File: src/rtl/mc_ctrl_pkg.sv
package mc_ctrl_pkg;

  localparam int OPC_W   = 6;
  localparam int STATE_W = 4;
  localparam int SEL_W   = 2;

  // instruction-class opcodes
  localparam logic [OPC_W-1:0] OPC_LOAD  = 6'b100011;
  localparam logic [OPC_W-1:0] OPC_STORE = 6'b101011;
  localparam logic [OPC_W-1:0] OPC_ALU   = 6'b000000;
  localparam logic [OPC_W-1:0] OPC_BEQ   = 6'b000100;
  localparam logic [OPC_W-1:0] OPC_JMP   = 6'b000010;

  // ALU operation codes
  localparam logic [SEL_W-1:0] ALU_ADD  = 2'b00;
  localparam logic [SEL_W-1:0] ALU_SUB  = 2'b01;
  localparam logic [SEL_W-1:0] ALU_FUNC = 2'b10;

  // ALU B-operand selects
  localparam logic [SEL_W-1:0] B_REG   = 2'b00;
  localparam logic [SEL_W-1:0] B_FOUR  = 2'b01;
  localparam logic [SEL_W-1:0] B_IMM   = 2'b10;
  localparam logic [SEL_W-1:0] B_BRIMM = 2'b11;

  // next-PC source selects
  localparam logic [SEL_W-1:0] PCS_ALU = 2'b00;
  localparam logic [SEL_W-1:0] PCS_OUT = 2'b01;
  localparam logic [SEL_W-1:0] PCS_JMP = 2'b10;

  typedef enum logic [STATE_W-1:0] {
    ST_FETCH  = 0,
    ST_DECODE = 1,
    ST_ADDR   = 2,
    ST_RD     = 3,
    ST_LDWB   = 4,
    ST_WR     = 5,
    ST_EXEC   = 6,
    ST_ALUWB  = 7,
    ST_BRANCH = 8,
    ST_JUMP   = 9
  } state_e;

  typedef enum logic [2:0] {
    CL_LOAD,
    CL_STORE,
    CL_ALU,
    CL_BEQ,
    CL_JMP,
    CL_NONE
  } iclass_e;

  typedef struct packed {
    logic             pc_wr;
    logic             pc_wr_cond;
    logic             addr_data;
    logic             mem_rd;
    logic             mem_wr;
    logic             ir_wr;
    logic             wb_mem;
    logic [SEL_W-1:0] pc_src;
    logic [SEL_W-1:0] alu_op;
    logic [SEL_W-1:0] alu_b;
    logic             alu_a;
    logic             reg_wr;
    logic             dst_rd;
  } ctrl_t;

endpackage

File: src/rtl/mc_op_classify.sv
module mc_op_classify
  import mc_ctrl_pkg::*;
(
  input  logic [OPC_W-1:0] opcode,
  output iclass_e          cls
);

  always_comb begin
    case (opcode)
      OPC_LOAD:  cls = CL_LOAD;
      OPC_STORE: cls = CL_STORE;
      OPC_ALU:   cls = CL_ALU;
      OPC_BEQ:   cls = CL_BEQ;
      OPC_JMP:   cls = CL_JMP;
      default:   cls = CL_NONE;
    endcase
  end

endmodule

File: src/rtl/mc_next_state.sv
module mc_next_state
  import mc_ctrl_pkg::*;
(
  input  state_e  state_q,
  input  iclass_e cls,
  output state_e  state_d
);

  always_comb begin
    case (state_q)
      ST_FETCH:  state_d = ST_DECODE;
      ST_DECODE: begin
        case (cls)
          CL_LOAD,
          CL_STORE: state_d = ST_ADDR;
          CL_ALU:   state_d = ST_EXEC;
          CL_BEQ:   state_d = ST_BRANCH;
          CL_JMP:   state_d = ST_JUMP;
          default:  state_d = ST_FETCH;
        endcase
      end
      ST_ADDR: begin
        if (cls == CL_LOAD)       state_d = ST_RD;
        else if (cls == CL_STORE) state_d = ST_WR;
        else                      state_d = ST_FETCH;
      end
      ST_RD:     state_d = ST_LDWB;
      ST_EXEC:   state_d = ST_ALUWB;
      default:   state_d = ST_FETCH;
    endcase
  end

endmodule

File: src/rtl/mc_ctrl_decode.sv
module mc_ctrl_decode
  import mc_ctrl_pkg::*;
(
  input  state_e state_q,
  output ctrl_t  ctrl
);

  always_comb begin
    ctrl = '0;
    case (state_q)
      ST_FETCH: begin
        ctrl.mem_rd = 1'b1;
        ctrl.ir_wr  = 1'b1;
        ctrl.alu_b  = B_FOUR;
        ctrl.alu_op = ALU_ADD;
        ctrl.pc_src = PCS_ALU;
        ctrl.pc_wr  = 1'b1;
      end
      ST_DECODE: begin
        ctrl.alu_b  = B_BRIMM;
        ctrl.alu_op = ALU_ADD;
      end
      ST_ADDR: begin
        ctrl.alu_a  = 1'b1;
        ctrl.alu_b  = B_IMM;
        ctrl.alu_op = ALU_ADD;
      end
      ST_RD: begin
        ctrl.mem_rd    = 1'b1;
        ctrl.addr_data = 1'b1;
      end
      ST_LDWB: begin
        ctrl.reg_wr = 1'b1;
        ctrl.wb_mem = 1'b1;
      end
      ST_WR: begin
        ctrl.mem_wr    = 1'b1;
        ctrl.addr_data = 1'b1;
      end
      ST_EXEC: begin
        ctrl.alu_a  = 1'b1;
        ctrl.alu_b  = B_REG;
        ctrl.alu_op = ALU_FUNC;
      end
      ST_ALUWB: begin
        ctrl.reg_wr = 1'b1;
        ctrl.dst_rd = 1'b1;
      end
      ST_BRANCH: begin
        ctrl.alu_a      = 1'b1;
        ctrl.alu_b      = B_REG;
        ctrl.alu_op     = ALU_SUB;
        ctrl.pc_wr_cond = 1'b1;
        ctrl.pc_src     = PCS_OUT;
      end
      ST_JUMP: begin
        ctrl.pc_wr  = 1'b1;
        ctrl.pc_src = PCS_JMP;
      end
      default: ctrl = '0;
    endcase
  end

endmodule

File: src/rtl/mc_ctrl_seq.sv
module mc_ctrl_seq
  import mc_ctrl_pkg::*;
(
  input  logic             clk,
  input  logic             rst_n,
  input  logic [OPC_W-1:0] opcode,
  output logic             pc_wr,
  output logic             pc_wr_cond,
  output logic             addr_sel_data,
  output logic             mem_rd,
  output logic             mem_wr,
  output logic             ir_wr,
  output logic             wb_from_mem,
  output logic [SEL_W-1:0] pc_src,
  output logic [SEL_W-1:0] alu_op,
  output logic [SEL_W-1:0] alu_b_sel,
  output logic             alu_a_sel,
  output logic             reg_wr,
  output logic             dst_sel_rd
);

  state_e  state_q;
  state_e  state_d;
  iclass_e cls;
  ctrl_t   ctrl;

  mc_op_classify u_classify (
    .opcode (opcode),
    .cls    (cls)
  );

  mc_next_state u_next (
    .state_q (state_q),
    .cls     (cls),
    .state_d (state_d)
  );

  mc_ctrl_decode u_decode (
    .state_q (state_q),
    .ctrl    (ctrl)
  );

  // step register
  always_ff @(posedge clk or negedge rst_n) begin
    if (!rst_n) state_q <= ST_FETCH;
    else        state_q <= state_d;
  end

  assign pc_wr         = ctrl.pc_wr;
  assign pc_wr_cond    = ctrl.pc_wr_cond;
  assign addr_sel_data = ctrl.addr_data;
  assign mem_rd        = ctrl.mem_rd;
  assign mem_wr        = ctrl.mem_wr;
  assign ir_wr         = ctrl.ir_wr;
  assign wb_from_mem   = ctrl.wb_mem;
  assign pc_src        = ctrl.pc_src;
  assign alu_op        = ctrl.alu_op;
  assign alu_b_sel     = ctrl.alu_b;
  assign alu_a_sel     = ctrl.alu_a;
  assign reg_wr        = ctrl.reg_wr;
  assign dst_sel_rd    = ctrl.dst_rd;

  AST_FETCH_TO_DECODE: assert property (@(posedge clk) disable iff (!rst_n)
    ir_wr |=> (alu_b_sel == B_BRIMM && !alu_a_sel && !ir_wr));

  AST_DISPATCH_MEM: assert property (@(posedge clk) disable iff (!rst_n)
    (state_q == ST_DECODE && (opcode == OPC_LOAD || opcode == OPC_STORE))
      |=> (alu_a_sel && alu_b_sel == B_IMM));

  AST_READ_THEN_WB: assert property (@(posedge clk) disable iff (!rst_n)
    (mem_rd && addr_sel_data) |=> (reg_wr && wb_from_mem && !dst_sel_rd));

  AST_STORE_RETURNS: assert property (@(posedge clk) disable iff (!rst_n)
    mem_wr |=> ir_wr);

  AST_ALU_THEN_WB: assert property (@(posedge clk) disable iff (!rst_n)
    (alu_op == ALU_FUNC) |=> (reg_wr && dst_sel_rd && !wb_from_mem));

  AST_BRANCH_RETURNS: assert property (@(posedge clk) disable iff (!rst_n)
    pc_wr_cond |=> ir_wr);

  AST_UNKNOWN_RETURNS: assert property (@(posedge clk) disable iff (!rst_n)
    (state_q == ST_DECODE && cls == CL_NONE) |=> ir_wr);

  AST_MEM_EXCL: assert property (@(posedge clk) disable iff (!rst_n)
    !(mem_rd && mem_wr));

  AST_PC_EXCL: assert property (@(posedge clk) disable iff (!rst_n)
    !(pc_wr && pc_wr_cond));

endmodule

File: config.mk
export PLATFORM = sky130hd
export DESIGN_NAME = mc_ctrl_seq
export DESIGN_NICKNAME = d
export VERILOG_FILES = /design/src/rtl/mc_ctrl_pkg.sv /design/src/rtl/mc_op_classify.sv /design/src/rtl/mc_next_state.sv /design/src/rtl/mc_ctrl_decode.sv /design/src/rtl/mc_ctrl_seq.sv
export SDC_FILE = /design/constraint.sdc
export NUM_CORES = 1
export LEC_CHECK = 0
export ABC_AREA = 1
export BUFFER_PORTS_ARGS = -buffer_cell sky130_fd_sc_hd__buf_2
export CAP_MARGIN = 40
export CELL_PAD_IN_SITES_DETAIL_PLACEMENT = 1
export CELL_PAD_IN_SITES_GLOBAL_PLACEMENT = 1
export CORE_UTILIZATION = 25
export DETAILED_ROUTE_END_ITERATION = 16
export GPL_ROUTABILITY_DRIVEN = 0
export PLACE_DENSITY_LB_ADDON = 0.1
export SYNTH_ARGS = -nofsm -noshare
export SYNTH_HDL_FRONTEND = slang
export SYNTH_SLANG_ARGS = --single-unit
export TNS_END_PERCENT = 10
File: constraint.sdc
create_clock -name clk -period 1.4 [get_ports clk]
set_input_delay 0.28 -clock clk [delete_from_list [all_inputs] [get_ports clk]]
set_output_delay 0.28 -clock clk [all_outputs]
set_load 0.03 [all_outputs]
Yosys cells after proc, flatten, opt, wreduce, memory -nomap -nowiden
Index checks and enable logic that the tools add are counted.
W data, S select, Z words.
{ "totals": {"ff_bits": 4, "word_cells": 44} }
{ "op_classes": {"n_mux": 17, "n_reduce_logical": 9, "n_eq_ne": 17} }
{ "op_table": {"columns": ["operator", "n"], "rows": [
  ["$pmux W4 S5", 2],
  ["$eq A4 B3 Y1 const B", 4],
  ["$pmux W4 S4", 1],
  ["$pmux W3 S5", 1],
  ["$eq A6 B6 Y1 const B", 2],
  ["$mux W1", 10],
  ["$reduce_or A2 Y1", 5],
  ["$eq A4 B2 Y1 const B", 2],
  ["$eq A4 B4 Y1 const B", 2],
  ["$eq A3 B2 Y1 const B", 2],
  ["$eq A6 B2 Y1 const B", 1],
  ["$eq A6 B3 Y1 const B", 1],
  ["$logic_not A6 Y1", 1],
  ["$eq A4 B1 Y1 const B", 1],
  ["$logic_not A4 Y1", 1],
  ["$mux W4", 1],
  ["$pmux W2 S2", 1],
  ["$eq A3 B1 Y1 const B", 1],
  ["$eq A3 B3 Y1 const B", 1],
  ["$logic_not A3 Y1", 1],
  ["$mux W3", 1],
  ["$reduce_or A3 Y1", 1]
]} }

Longest topological paths before layout
{ "depth": {"depth_word": 6, "mapped_depth": 7} }

Modules after synthesis
Synthesis repeated with hierarchy kept, for this count alone.
{ "unflattened": {"hier_cells": 94, "hier_area_um2": 511.7} }
{ "by_module_without_submodules": {"columns": ["mod", "area_each_um2", "n_inst", "cells_per_inst"], "rows": [
  ["mc_next_state", 171.4, 1, 37],
  ["mc_ctrl_decode", 150.1, 1, 37],
  ["mc_ctrl_seq", 100.1, 1, 4],
  ["mc_op_classify", 90.1, 1, 16]
]} }

Worst setup path before layout
OpenSTA, ideal clock, no wires.
{ "synth_path": {"path_kind": "register to output", "start": "reg state_q[3]", "end": "out reg_wr", "required_ps": 1120, "setup_slack_ps": -479, "stages_incl_launch_ff": 5, "t_arrival_ps": 1599, "cell_sequence": "dfrtp_1 -> inv_1 -> nand2_2 -> nor3_1 -> or2_1"} }
{ "synth_via": {"elab_chain_cells": 3, "elab_cells_between_ends": 4, "classes_between": "eq/ne (2); mux (1); reduce/logical (1)"} }
{ "synth_lines": {"columns": ["item", "line", "source"], "rows": [
  ["start: declaration", "mc_ctrl_seq.sv:22", "state_e state_q;"],
  ["start signal: assignment", "mc_ctrl_seq.sv:46", "else state_q <= state_d;"],
  ["$eq A4 B3 Y1", "mc_ctrl_decode.sv:10", "case (state_q)"],
  ["$reduce_or A2 Y1 (no line) *", null, null],
  ["$mux W1 *", "mc_ctrl_decode.sv:10", null],
  ["end: declaration", "mc_ctrl_seq.sv:18", "output logic reg_wr,"]
]} }
Mark *: on every way between the ends. The rest lies on a longest branch, timed or not.

Worst setup path in the final report
Ends and elaborated chain as after synthesis.

==> metrics <==
I/O pins=24; CP bufs+invs=2; CP max stage delay=0.41 ns; synth warn=0; Port Buffer Count=23; Worst-path clk slew=approximately 0.04 ns; # clock sinks=4; drt total wl=1630 um; sequential power share=0.184; share of total power in combinational logic=0.670; Hold Crit Class=in2reg; syn_nets=78; CP endpoint kind=output port; Clock Tree Buf Depth=2; Post-DP HPWL=between 1000 and 1500 um; Regs by FF count=state_q: 4 flops; via density per instance=4.76; Root Driver=clkbuf_4; Worst-Skew Late Latency=0.23 ns; kind of start point of the critical path=flip-flop; initial antenna violation count=0; largest net degree at the start of global routing=7; design area=786 um2; gr busiest metal=met2; f_max=631 MHz; flops & latches, synth=4; Pins Over Slew Limit=0; pwr dens=1230 nW/um2; Cell Chain, Critical Path=inv_2 -> nand2_4 -> nor3_2 -> or2_1 -> buf_6; crit-path max FO=5; Worst-Margin Slew=between 0.15 and 0.2 ns; Vias=about 580; leakage power=0.411 nW; Worst Path Arrival=1.31 ns; Die Wd=approximately 42 um; Worst Skew=0.00181 ns; commonest non-fill, non-tap cell in the layout=buf_4; final cell count without fillers=between 100 and 150; placed inst area=about 560 um2; post-synthesis sequential area ratio=0.251; drt drc=0; Final Cycle Share=1.13; max_slew headroom=0.867; failing checks=setup timing; final core occ=0.522; clock network fraction of design power=0.146; sw frac=0.491; initial DRC count=5; layout cells sized above 1=0.613; cts bufs inserted=3; Syn Area/Cell=5.70 um2; Layout area overhead=96.9%; vias in the first global route=634; RSZ-0062 raised after global routing=true; max_cap viols=0; num rows=14; Yosys cell types=16; all-layer global routing usage=0.210; htree depth=1; delay-heaviest family, CP=flip-flops; M3 GR Usage=0.0174; final worst path period need=about 1.6 ns; die height=42.0 um; Die Area=1760 um2; status=finished with violations; final hold violation count=0; Req. time, crit path=roughly 1.1 ns; mapped cell area=399 um2; synthesized instance count=70; slowest CP cell=dfrtp_1; total grt overflow=0; Post-Place Cells=about 110; Antenna Cells=0; commonest non-fill, non-tap cells in the layout=16 x buf_4, 10 x nand2_1, 9 x nor2_1, 9 x buf_6; routed len/inst=13.4 um; Net Sw Power=473 uW; Setup WS post-layout=-0.186 ns; first-pass GRT wire length=2700 um; CTS tree=built; drt pass-1 iters=2; met1 global-route usage=0.195; Peak VDD IR=between 500 and 600 uV; core region area=1510 um2; Starting Density=0.265; max FFs per register=4; Antenna Nets Post-Route=0; Int Pwr=491 uW; met2 usage=0.450; Reg with most FFs=state_q; Setup CP Type=reg2out; final net count=116; Final Setup Violations=16
==> synth_stat cells <==
| library cell | n | area (um2) |
|---|---|---|
| nand3_1 | 8 | 40.0 |
| nor2_1 | 12 | 45.0 |
| buf_4 | 1 | 7.51 |
| inv_1 | 11 | 41.3 |
| o21ai_0 | 3 | 15.0 |
| dfrtp_1 | 4 | 100 |
| nand2_2 | 2 | 12.5 |
| nand4_1 | 1 | 6.26 |
| nor3_1 | 3 | 15.0 |
| nor2_4 | 1 | 11.3 |
| or2_1 | 1 | 6.26 |
| inv_2 | 3 | 11.3 |
| nand3b_1 | 1 | 7.51 |
| a21oi_1 | 1 | 5.00 |
| nand2_1 | 15 | 56.3 |
| nor2_2 | 3 | 18.8 |
==> per-layer routing <==
metal	wire, um	part of all wire
met1	608	0.37
met5	0	0
met3	37	0.023
met2	974	0.60
met4	12	0.0074
==> worst paths after layout <==
check | startpoint | to | slack [ns] | cells after the start
max | state_q[3]$_DFF_PN0_ | reg_wr | -0.19 | 5
min | opcode[3] | state_q[2]$_DFF_PN0_ | 0.33 | 3
max reg2reg | state_q[0]$_DFF_PN0_ | state_q[1]$_DFF_PN0_ | 0.20 | 7
min reg2reg | state_q[3]$_DFF_PN0_ | state_q[0]$_DFF_PN0_ | 0.71 | 3
max in group asynchronous | rst_n | state_q[0]$_DFF_PN0_ | 0.86 | 2
min in group asynchronous | rst_n | state_q[2]$_DFF_PN0_ | 0.40 | 2
==> worst register-to-register path: cells and delay by family (launching register included) <==
family / cells / cell delay [ns]
buf+inv: 3 / 0.33
flops: 1 / 0.45
simple gates: 4 / 0.35
==> power by group through the flow <==
stage | Clock, mW | Sequential [mW] | Combinational [mW]
finish | 0.141 | 0.177 | 0.646
global route | 0.151 | 0.181 | 0.693
CTS | 0.147 | 0.170 | 0.628
detailed placement | 0 | 0.165 | 0.449
global placement | 0 | 0.164 | 0.444
floorplan | 0 | 0.160 | 0.327
==> repair_timing <==
| action | in CTS | in global routing |
|---|---|---|
| gates resized for setup | 43 | 9 |
| buffers inserted | 7 | 0 |
| endpoints found under the setup margin | 16 | 16 |
| endpoints found under the hold margin | 4 | 0 |
| hold buffers | 1 | 0 |
| pin swaps | 6 | 2 |
==> metrics by stage <==
step	worst slack, ns	power [mW]	TNS [ns]	hold WS (ns)
final	-0.186	0.965	-1.68	0.330
after global routing	-0.279	1.02	-2.55	0.343
after CTS	-0.116	0.945	-1.14	0.331
after detailed placement	0.0144	0.614	0	0.0899
after global placement	0.0145	0.609	0	0.0903
after floorplan	-0.197	0.488	-0.711	-0.0156
==> layout make-up <==
cell class | count | area [um2]
Clock buffer | 3 | 22.5
Fill cell | 198 | 721
Inverter | 14 | 52.6
Multi-Input combinational cell | 51 | 315
Sequential cell | 4 | 104
Tap cell | 16 | 20.0
Timing Repair Buffer | 34 | 272
==> logic make-up after synthesis <==
group | share of synthesized area
buffers and inverters | 0.150
AOI/OAI and AO/OA | 0.0501
DFF | 0.251
and+or+nand+nor | 0.549
Power figures use the tool's default switching activity.
